==> src/rtl/tcs_pkg.sv <==
package tcs_pkg;

    localparam int unsigned TCS_CODE_W  = 8;
    localparam int unsigned TCS_DELIM_W = 8;

    typedef struct packed {
        logic mod;
        logic fs;
    } tcs_out_t;

    typedef struct packed {
        logic en;
    } tcs_en_t;

endpackage

==> src/rtl/tcs_enable_ctl.sv <==
module tcs_enable_ctl
    import tcs_pkg::*;
(
    input  logic clk,
    input  logic rst_n,
    input  logic hit,
    output logic en_now,
    output logic start,
    output logic en_state
);

    tcs_en_t st_d, st_q;

    always_comb begin
        st_d    = st_q;
        st_d.en = st_q.en ^ hit;
        en_now  = st_d.en;
        start   = hit & ~st_q.en;
    end

    always_ff @(posedge clk or negedge rst_n) begin
        if (!rst_n) st_q <= '0;
        else        st_q <= st_d;
    end

    assign en_state = st_q.en;

    // every hit flips the registered state
    a_r3_hit_toggles: assert property (@(posedge clk) disable iff (!rst_n)
        hit |=> (en_state != $past(en_state)));

    // without a hit the state holds
    a_r2_state_holds: assert property (@(posedge clk) disable iff (!rst_n)
        !hit |=> $stable(en_state));

endmodule

==> src/rtl/tcs_slot_counter.sv <==
module tcs_slot_counter #(
    parameter int unsigned FRAME_LEN = 16,
    localparam int unsigned PW = (FRAME_LEN > 1) ? $clog2(FRAME_LEN) : 1
) (
    input  logic          clk,
    input  logic          rst_n,
    input  logic          clear,
    input  logic          advance,
    output logic [PW-1:0] cur_pos
);

    localparam logic [PW-1:0] LAST = PW'(FRAME_LEN - 1);

    typedef struct packed {
        logic [PW-1:0] pos;
    } cnt_t;

    cnt_t cnt_d, cnt_q;

    always_comb begin
        cnt_d   = cnt_q;
        cur_pos = clear ? '0 : cnt_q.pos;
        if (advance) begin
            if (cur_pos == LAST) cnt_d.pos = '0;
            else                 cnt_d.pos = cur_pos + 1'b1;
        end else begin
            cnt_d.pos = cur_pos;
        end
    end

    always_ff @(posedge clk or negedge rst_n) begin
        if (!rst_n) cnt_q <= '0;
        else        cnt_q <= cnt_d;
    end

    // position never leaves the frame
    a_r6_pos_in_frame: assert property (@(posedge clk) disable iff (!rst_n)
        int'(cnt_q.pos) < FRAME_LEN);

    // a cleared counter without advance rests at slot zero
    a_r7_clear_rest: assert property (@(posedge clk) disable iff (!rst_n)
        (clear && !advance) |=> (cnt_q.pos == '0));

endmodule

==> src/rtl/tcs_bit_select.sv <==
module tcs_bit_select #(
    parameter int unsigned CODE_W = 8,
    parameter int unsigned PW     = 4
) (
    input  logic [CODE_W-1:0] code,
    input  logic [PW-1:0]     pos,
    output logic              bit_o
);

    always_comb begin
        bit_o = 1'b1;
        for (int i = 0; i < CODE_W; i++) begin
            if (int'(pos) == i) bit_o = code[CODE_W-1-i];
        end
    end

endmodule

==> src/rtl/tcs_code_sequencer.sv <==
module tcs_code_sequencer
    import tcs_pkg::*;
#(
    parameter int unsigned CODE_W  = TCS_CODE_W,
    parameter int unsigned DELIM_W = TCS_DELIM_W
) (
    input  logic              clk,
    input  logic              rst_n,
    input  logic              bit_tick,
    input  logic              hit,
    input  logic [CODE_W-1:0] code,
    output logic              mod_out,
    output logic              frame_start
);

    localparam int unsigned FRAME_LEN = CODE_W + DELIM_W;
    localparam int unsigned PW = (FRAME_LEN > 1) ? $clog2(FRAME_LEN) : 1;

    logic          en_now;
    logic          start;
    logic          en_state;
    logic [PW-1:0] cur_pos;
    logic          tx_bit;
    logic          advance;

    tcs_out_t out_d, out_q;

    tcs_enable_ctl u_en (
        .clk      (clk),
        .rst_n    (rst_n),
        .hit      (hit),
        .en_now   (en_now),
        .start    (start),
        .en_state (en_state)
    );

    assign advance = bit_tick & en_now;

    tcs_slot_counter #(.FRAME_LEN(FRAME_LEN)) u_cnt (
        .clk     (clk),
        .rst_n   (rst_n),
        .clear   (~en_now | start),
        .advance (advance),
        .cur_pos (cur_pos)
    );

    tcs_bit_select #(.CODE_W(CODE_W), .PW(PW)) u_sel (
        .code  (code),
        .pos   (cur_pos),
        .bit_o (tx_bit)
    );

    always_comb begin
        out_d    = out_q;
        out_d.fs = 1'b0;
        if (!en_now) begin
            out_d.mod = 1'b0;
        end else if (advance) begin
            out_d.mod = tx_bit;
            out_d.fs  = (cur_pos == '0);
        end
    end

    always_ff @(posedge clk or negedge rst_n) begin
        if (!rst_n) out_q <= '0;
        else        out_q <= out_d;
    end

    assign mod_out     = out_q.mod;
    assign frame_start = out_q.fs;

    // silent while off
    a_r2_silent_when_off: assert property (@(posedge clk) disable iff (!rst_n)
        !en_state |-> (!mod_out && !frame_start));

    // output holds between ticks
    a_r4_hold_between_ticks: assert property (@(posedge clk) disable iff (!rst_n)
        (!bit_tick && !hit) |=> $stable(mod_out));

    // delimiter slots drive ones
    a_r5_delim_ones: assert property (@(posedge clk) disable iff (!rst_n)
        (advance && int'(cur_pos) >= CODE_W) |=> mod_out);

    // switching off forces the drive low on the next clock
    a_r7_off_drops: assert property (@(posedge clk) disable iff (!rst_n)
        (hit && en_state) |=> (!mod_out && !frame_start));

    // enable and tick together start a frame at once
    a_r8_hit_tick_start: assert property (@(posedge clk) disable iff (!rst_n)
        (hit && !en_state && bit_tick) |=> frame_start);

    // strobe is one clock wide unless a new frame begins
    a_r10_strobe_single: assert property (@(posedge clk) disable iff (!rst_n)
        (frame_start && !bit_tick) |=> !frame_start);

endmodule

==> config.mk <==
export PLATFORM = sky130hd
export DESIGN_NAME = tcs_code_sequencer
export DESIGN_NICKNAME = d
export VERILOG_FILES = /design/src/rtl/tcs_pkg.sv /design/src/rtl/tcs_enable_ctl.sv /design/src/rtl/tcs_slot_counter.sv /design/src/rtl/tcs_bit_select.sv /design/src/rtl/tcs_code_sequencer.sv
export SDC_FILE = /design/constraint.sdc
export NUM_CORES = 1
export LEC_CHECK = 0
export ABC_AREA = 1
export ABC_CLOCK_PERIOD_IN_PS = 2100
export BUFFER_PORTS_ARGS = -buffer_cell sky130_fd_sc_hd__buf_2
export CAP_MARGIN = 0
export CORE_AREA = 2 2 39 41
export CTS_BUF_LIST = sky130_fd_sc_hd__clkbuf_2 sky130_fd_sc_hd__clkbuf_4 sky130_fd_sc_hd__clkbuf_8
export DETAILED_ROUTE_END_ITERATION = 10
export DIE_AREA = 0 0 41 43
export PLACE_DENSITY_LB_ADDON = 0.1
export SETUP_SLACK_MARGIN = 0.02
export SYNTH_ARGS = -nofsm -noshare
export SYNTH_HDL_FRONTEND = slang
export SYNTH_SLANG_ARGS = --single-unit
==> constraint.sdc <==
create_clock -name clk -period 2.1 [get_ports clk]
set_input_delay 0.42 -clock clk [delete_from_list [all_inputs] [get_ports clk]]
set_output_delay 0.42 -clock clk [all_outputs]
set_load 0.01 [all_outputs]
* Word-level counts from Yosys, hierarchy flattened
Cells that the tools add are included.
** Word-level totals
- Bits in registers :: 7
- Logic and storage cells :: 36
- Input port bits :: 12
** Operators by class
- Mux-type cells :: 14
- Equal/unequal tests :: 9
- Bitwise logic cells :: 6
- Add/sub/neg operators :: 1
- Reductions and logical operators :: 2
** Operator list (number)
- 4-bit equality test, second input constant :: 5
- 4-bit 2-to-1 mux :: 3
- 1-bit 2-to-1 mux :: 10
- 4-bit by 3-bit equality test with 1-bit output, second input constant :: 2
- 4-bit logical NOT :: 2
- 4-bit by 1-bit adder with 4-bit output, second input constant :: 1
- 4-bit by 2-bit equality test with 1-bit output, second input constant :: 1
- 1-bit bitwise AND :: 2
- 2-bit 2-to-1 mux :: 1
- 2-bit by 1-bit inequality test with 1-bit output, second input constant :: 1
- 1-bit inverter :: 2
- 1-bit OR :: 1
- 1-bit XOR :: 1

* Logic depth before layout (Yosys ltp)
- Depth after elaboration :: 15
- Gate-level depth with buffers :: 16
- Depth with buffers taken out :: 16

* Hierarchy
A second synthesis with hierarchy kept.
** Second synthesis, totals
- Cell total of the unflattened synthesis :: 63
- Area, all modules :: 445.4 um2
** By module, submodules not included
- tcs_slot_counter :: area an instance 219.0 um2, times used 1, cells an instance 28
- tcs_code_sequencer :: area an instance 102.6 um2, times used 1, cells an instance 13
- tcs_bit_select :: area an instance 78.8 um2, times used 1, cells an instance 18
- tcs_enable_ctl :: area an instance 45.0 um2, times used 1, cells an instance 4

* Worst setup path before layout
OpenSTA, ideal clock, no wires.
- Kind :: input port to flip-flop
- From :: in hit
- To :: reg out_q, in the netlist mod_out
- Data arrival time :: 1.592 ns
- Cell stages on the path :: 15
- Path buffers :: 0
- Slack :: 0.392 ns
- Path through :: inv_1 -> ha_1 -> nand2_1 -> inv_1 -> ha_1 -> a21oi_1 -> nand2_1 -> nand2_1 -> nand2_1 -> nand2_1 -> nand2_1 -> nand2_1 -> nand2_1 -> nand2_1 -> nand2_1
** Between the ends
- Word-level cells in the longest chain between the ends :: 15
- Elaborated cells on any way between the ends :: 25
** RTL lines
- start: declaration :: line tcs_code_sequencer.sv:10 : input logic hit,
- 1-bit XOR :: line tcs_enable_ctl.sv:16 : st_d.en = st_q.en ^ hit;
- 1-bit inverter :: line tcs_code_sequencer.sv:42 : .clear (~en_now | start),
- 1-bit OR :: line tcs_code_sequencer.sv:42
- 4-bit 2-to-1 mux :: line tcs_slot_counter.sv:22 : cur_pos = clear ? '0 : cnt_q.pos;
- 4-bit logical NOT :: line tcs_bit_select.sv:13 : if (int'(pos) == i) bit_o = code[CODE_W-1-i];
- 1-bit 2-to-1 mux (8 in series) :: line tcs_bit_select.sv:13
- 2-bit 2-to-1 mux :: line tcs_code_sequencer.sv:58 : end else if (advance) begin
- 1-bit 2-to-1 mux :: line tcs_code_sequencer.sv:56 : if (!en_now) begin
- end signal: assignment :: line tcs_code_sequencer.sv:66 : else out_q <= out_d;
- end: declaration :: line tcs_code_sequencer.sv:26 : tcs_out_t out_d, out_q;
Several ways; a longest one is shown, not always the timed one. The select of a mux whose other input is x is not followed.
A chain may end at the register's enable or synchronous reset.

* Worst setup path in the final report
- From :: reg u_en.st_q, in the netlist u_en.en_state
- To :: reg out_q, in the netlist mod_out
** Between the ends
- Word-level cells in the longest chain between the ends :: 15
- Elaborated cells on any way between the ends :: 26
** RTL lines
- start: declaration :: line tcs_enable_ctl.sv:12 : tcs_en_t st_d, st_q;
- start signal: assignment :: line tcs_enable_ctl.sv:23 : else st_q <= st_d;
- 1-bit XOR or 1-bit inverter (tied branches) :: line tcs_enable_ctl.sv:16, tcs_enable_ctl.sv:18
- 1-bit inverter or 1-bit bitwise AND (tied branches) :: line tcs_code_sequencer.sv:42, tcs_enable_ctl.sv:18
- 1-bit OR :: line tcs_code_sequencer.sv:42
- 4-bit 2-to-1 mux :: line tcs_slot_counter.sv:22
- 4-bit logical NOT :: line tcs_bit_select.sv:13
- 1-bit 2-to-1 mux (8 in series) :: line tcs_bit_select.sv:13
- 2-bit 2-to-1 mux :: line tcs_code_sequencer.sv:58
- 1-bit 2-to-1 mux :: line tcs_code_sequencer.sv:56
Several ways; a longest one is shown, not always the timed one. The select of a mux whose other input is x is not followed.

==> results.cfg <==
[grt]
grt_overflow_total = 0
grt_use_met2 = 0.219
met3_usage = 0.0942
grt_max_degree = 8
grt_pass1_vias = 427
track_usage = 0.153
grt_pass1_wl_um = 1770
grt_busiest_layer = met2
grt_antenna_before_repair = 0
grt_use_met1 = 0.187

[detailed_routing]
drt_iter0_drc = 8
drt_wl_total_um = 979
firstDrtPassIters = 4
viasPerCell = 4.34
drc = 0
wl_per_cell_um = 9.60
antenna_left = 0
vias = 443

[die]
die_x_um = 41
design.die.area_sq_um = 1760
ios = 14
die_h_um = 43
core-area_sq_um = 1380
start_util = 0.356
row_count = 14

[place]
gp_congestion = 0.710
hpwl_um = 777
post_dp_cell_area_sq_um = 578
dp_cells = 97
io_buffers = 13

[pwr]
p_switching_uw = 199
cellPowerDensity_nw_per_um2 = 879
switching_share = 0.366
seqPwrFrac = 0.370
clock_power_share = 0.248
intPower_uw = 345
p_leak_uw = 0.000370
p_comb_frac = 0.381
power_uw = 543
vdd_ir_drop_max_mv = 0.537

[setup_path]
end_kind = flip-flop
critPathLaunchType = flip-flop
cp_slowest_cell = dfrtp_1
crit_arrival_ps = 1930
crit_path_max_fanout = 4
cp_cell_sequence = ha_1 -> nand2_1 -> inv_1 -> ha_1 -> a21oi_1 -> nand2_1 -> nand2_1 -> nand2_1 -> nand2_1 -> nand2_1 -> nand2_1 -> nand2_1 -> nand2_1 -> nand2_1
crit_path_max_incr_delay_ps = 360
criticalPathCategory = reg -> reg
worstPathRequired_ps = 2240
crit_top_cell = nand2_1

[cells_and_area]
utilization = 0.447
design_area_sq_um = 618
multi_input_area_sq_um = 269
instances_no_fill = 102
num_antenna_cells = 0
seqCellArea_sq_um = 175
drive_above_1_share = 0.302
fillCellCount = 152
area_growth_pct = 25.4
final_nets = 104

[clocking]
clk_latency_ps = 250
clock-sinks = 7
root_buffer = clkbuf_4
clk_path_buf_depth = 2
cts_max_level = 1
numCtsBuffers = 3
tritoncts = built
clk_pin_slew_worst_paths_ps = 50
cts_resized = 0

[yosys]
synth_top_area_frac = 0.355
synth_warnings = 0
async_flop_share = 1.00
synth_top_area_cell = dfrtp_1
ys_types = 15
syn_area_sq_um = 493
syn_avg_cell_area_sq_um = 7.25
ys_seq_area_frac = 0.355
synth_seq_cells = 7
synth_flop_cell = dfrtp_1
synth_common_cells = nand2_1 (18), inv_1 (9), dfrtp_1 (7), nor2_1 (7)
synth_edf_count = 0
synth_area_leaders = dfrtp_1 (36%), nand2_1 (14%), ha_1 (13%)
mappedNetlistNets = 85
syn_inst = 68
synth_most_common_cell = nand2_1

[sta]
finalCriticalPeriod_ps = 1780
slew_violations = 0
period_share = 0.849
rsz0062_at_grt = false
fmax_mhz = 561
fin_tns_setup_ps = 0
relSlewSlack = 0.781
setup_viol = 0
clock_skew_ps = 5.58
finalHoldViolCount = 0
worst_slew_pin_slew_ps = 325

[min_path]
hp-class = in -> reg

[run]
drv_cap = 0

[outcome]
status = finished, final reports clean
[power by group through the flow]
stage	logic, uW	registers (uW)	clock network [uW]
floorplan	143	206	0
global route	245	207	153
global placement	207	201	0
detailed placement	210	202	0
CTS	212	201	142
finish	207	201	135
[metal layers]
layer  up-vias  share of wire
met5         -              0
met4         0              0
met3         0          0.067
met2        15           0.47
met1       185           0.46
li1        243              -
[cell type report]
| type | instances | share of cell area |
|---|---|---|
| Clock buffer | 4 | 0.0486 |
| Inverter | 13 | 0.0789 |
| Multi-Input combinational cell | 48 | 0.435 |
| Sequential cell | 7 | 0.283 |
| Tap cell | 16 | 0.0324 |
| Timing Repair Buffer | 14 | 0.121 |
[flip-flops by register name (all words and copies together) (netlist names)]
register,cells
u_cnt.cnt_q,4
frame_start,1
mod_out,1
u_en.en_state,1
[layout by cell type, fill, tap and decap left out, drive strengths merged]
cell type,count
a21oi,5
buf,13
clkbuf,4
dfrtp,7
dlygate4sd3,1
ha,5
inv,13
nand2,21
nand3,2
nor2,9
nor3,1
o21ai,2
o41ai,1
xor2,2
[kinds of logic (layout without fill, tap and decap cells)]
family                     Yosys count  in the layout  share of synthesized area
xor gates and xnor gates             2              2                     0.0355
buffers and inverters               13             31                     0.0990
adders and majority gates            5              5                      0.127
DFF                                  7              7                      0.355
AOI/OAI and AO/OA                    8              8                     0.0888
and+or+nand+nor                     33             33                      0.294
[worst max-delay path, delay by kind of cell, from the launching register on]
family | cells | cell delay [ps]
buf+inv | 1 | 80
compound gates | 1 | 130
flops | 1 | 360
fa+ha+maj | 2 | 470
simple gates | 10 | 640
[repair_timing]
item	CTS	global route
buffers inserted	0	0
hold buffers	1	0
setup endpoints to repair	0	0
endpoints found under the hold margin	7	0
[path summary, 6_finish.rpt]
kind	slack, ps	cells after the start	endpoint	start
setup reg to reg	320	14	mod_out	u_en.en_state
min in group asynchronous	520	2	mod_out	rst_n
hold / removal	450	4	mod_out	bit_tick
hold reg to reg	490	2	mod_out	mod_out
setup / recovery	320	14	mod_out	u_en.en_state
max in group asynchronous	1420	2	u_cnt.cnt_q[1]	rst_n
[metrics by stage]
stage	hold slack, ps	setup slack, ps
2_1_floorplan	124	392
3_3_place_gp	264	150
3_5_place_dp	262	117
4_1_cts	453	293
5_1_grt	451	58.4
6_report	455	317
No activity file was read; power rests on OpenSTA's default activity.
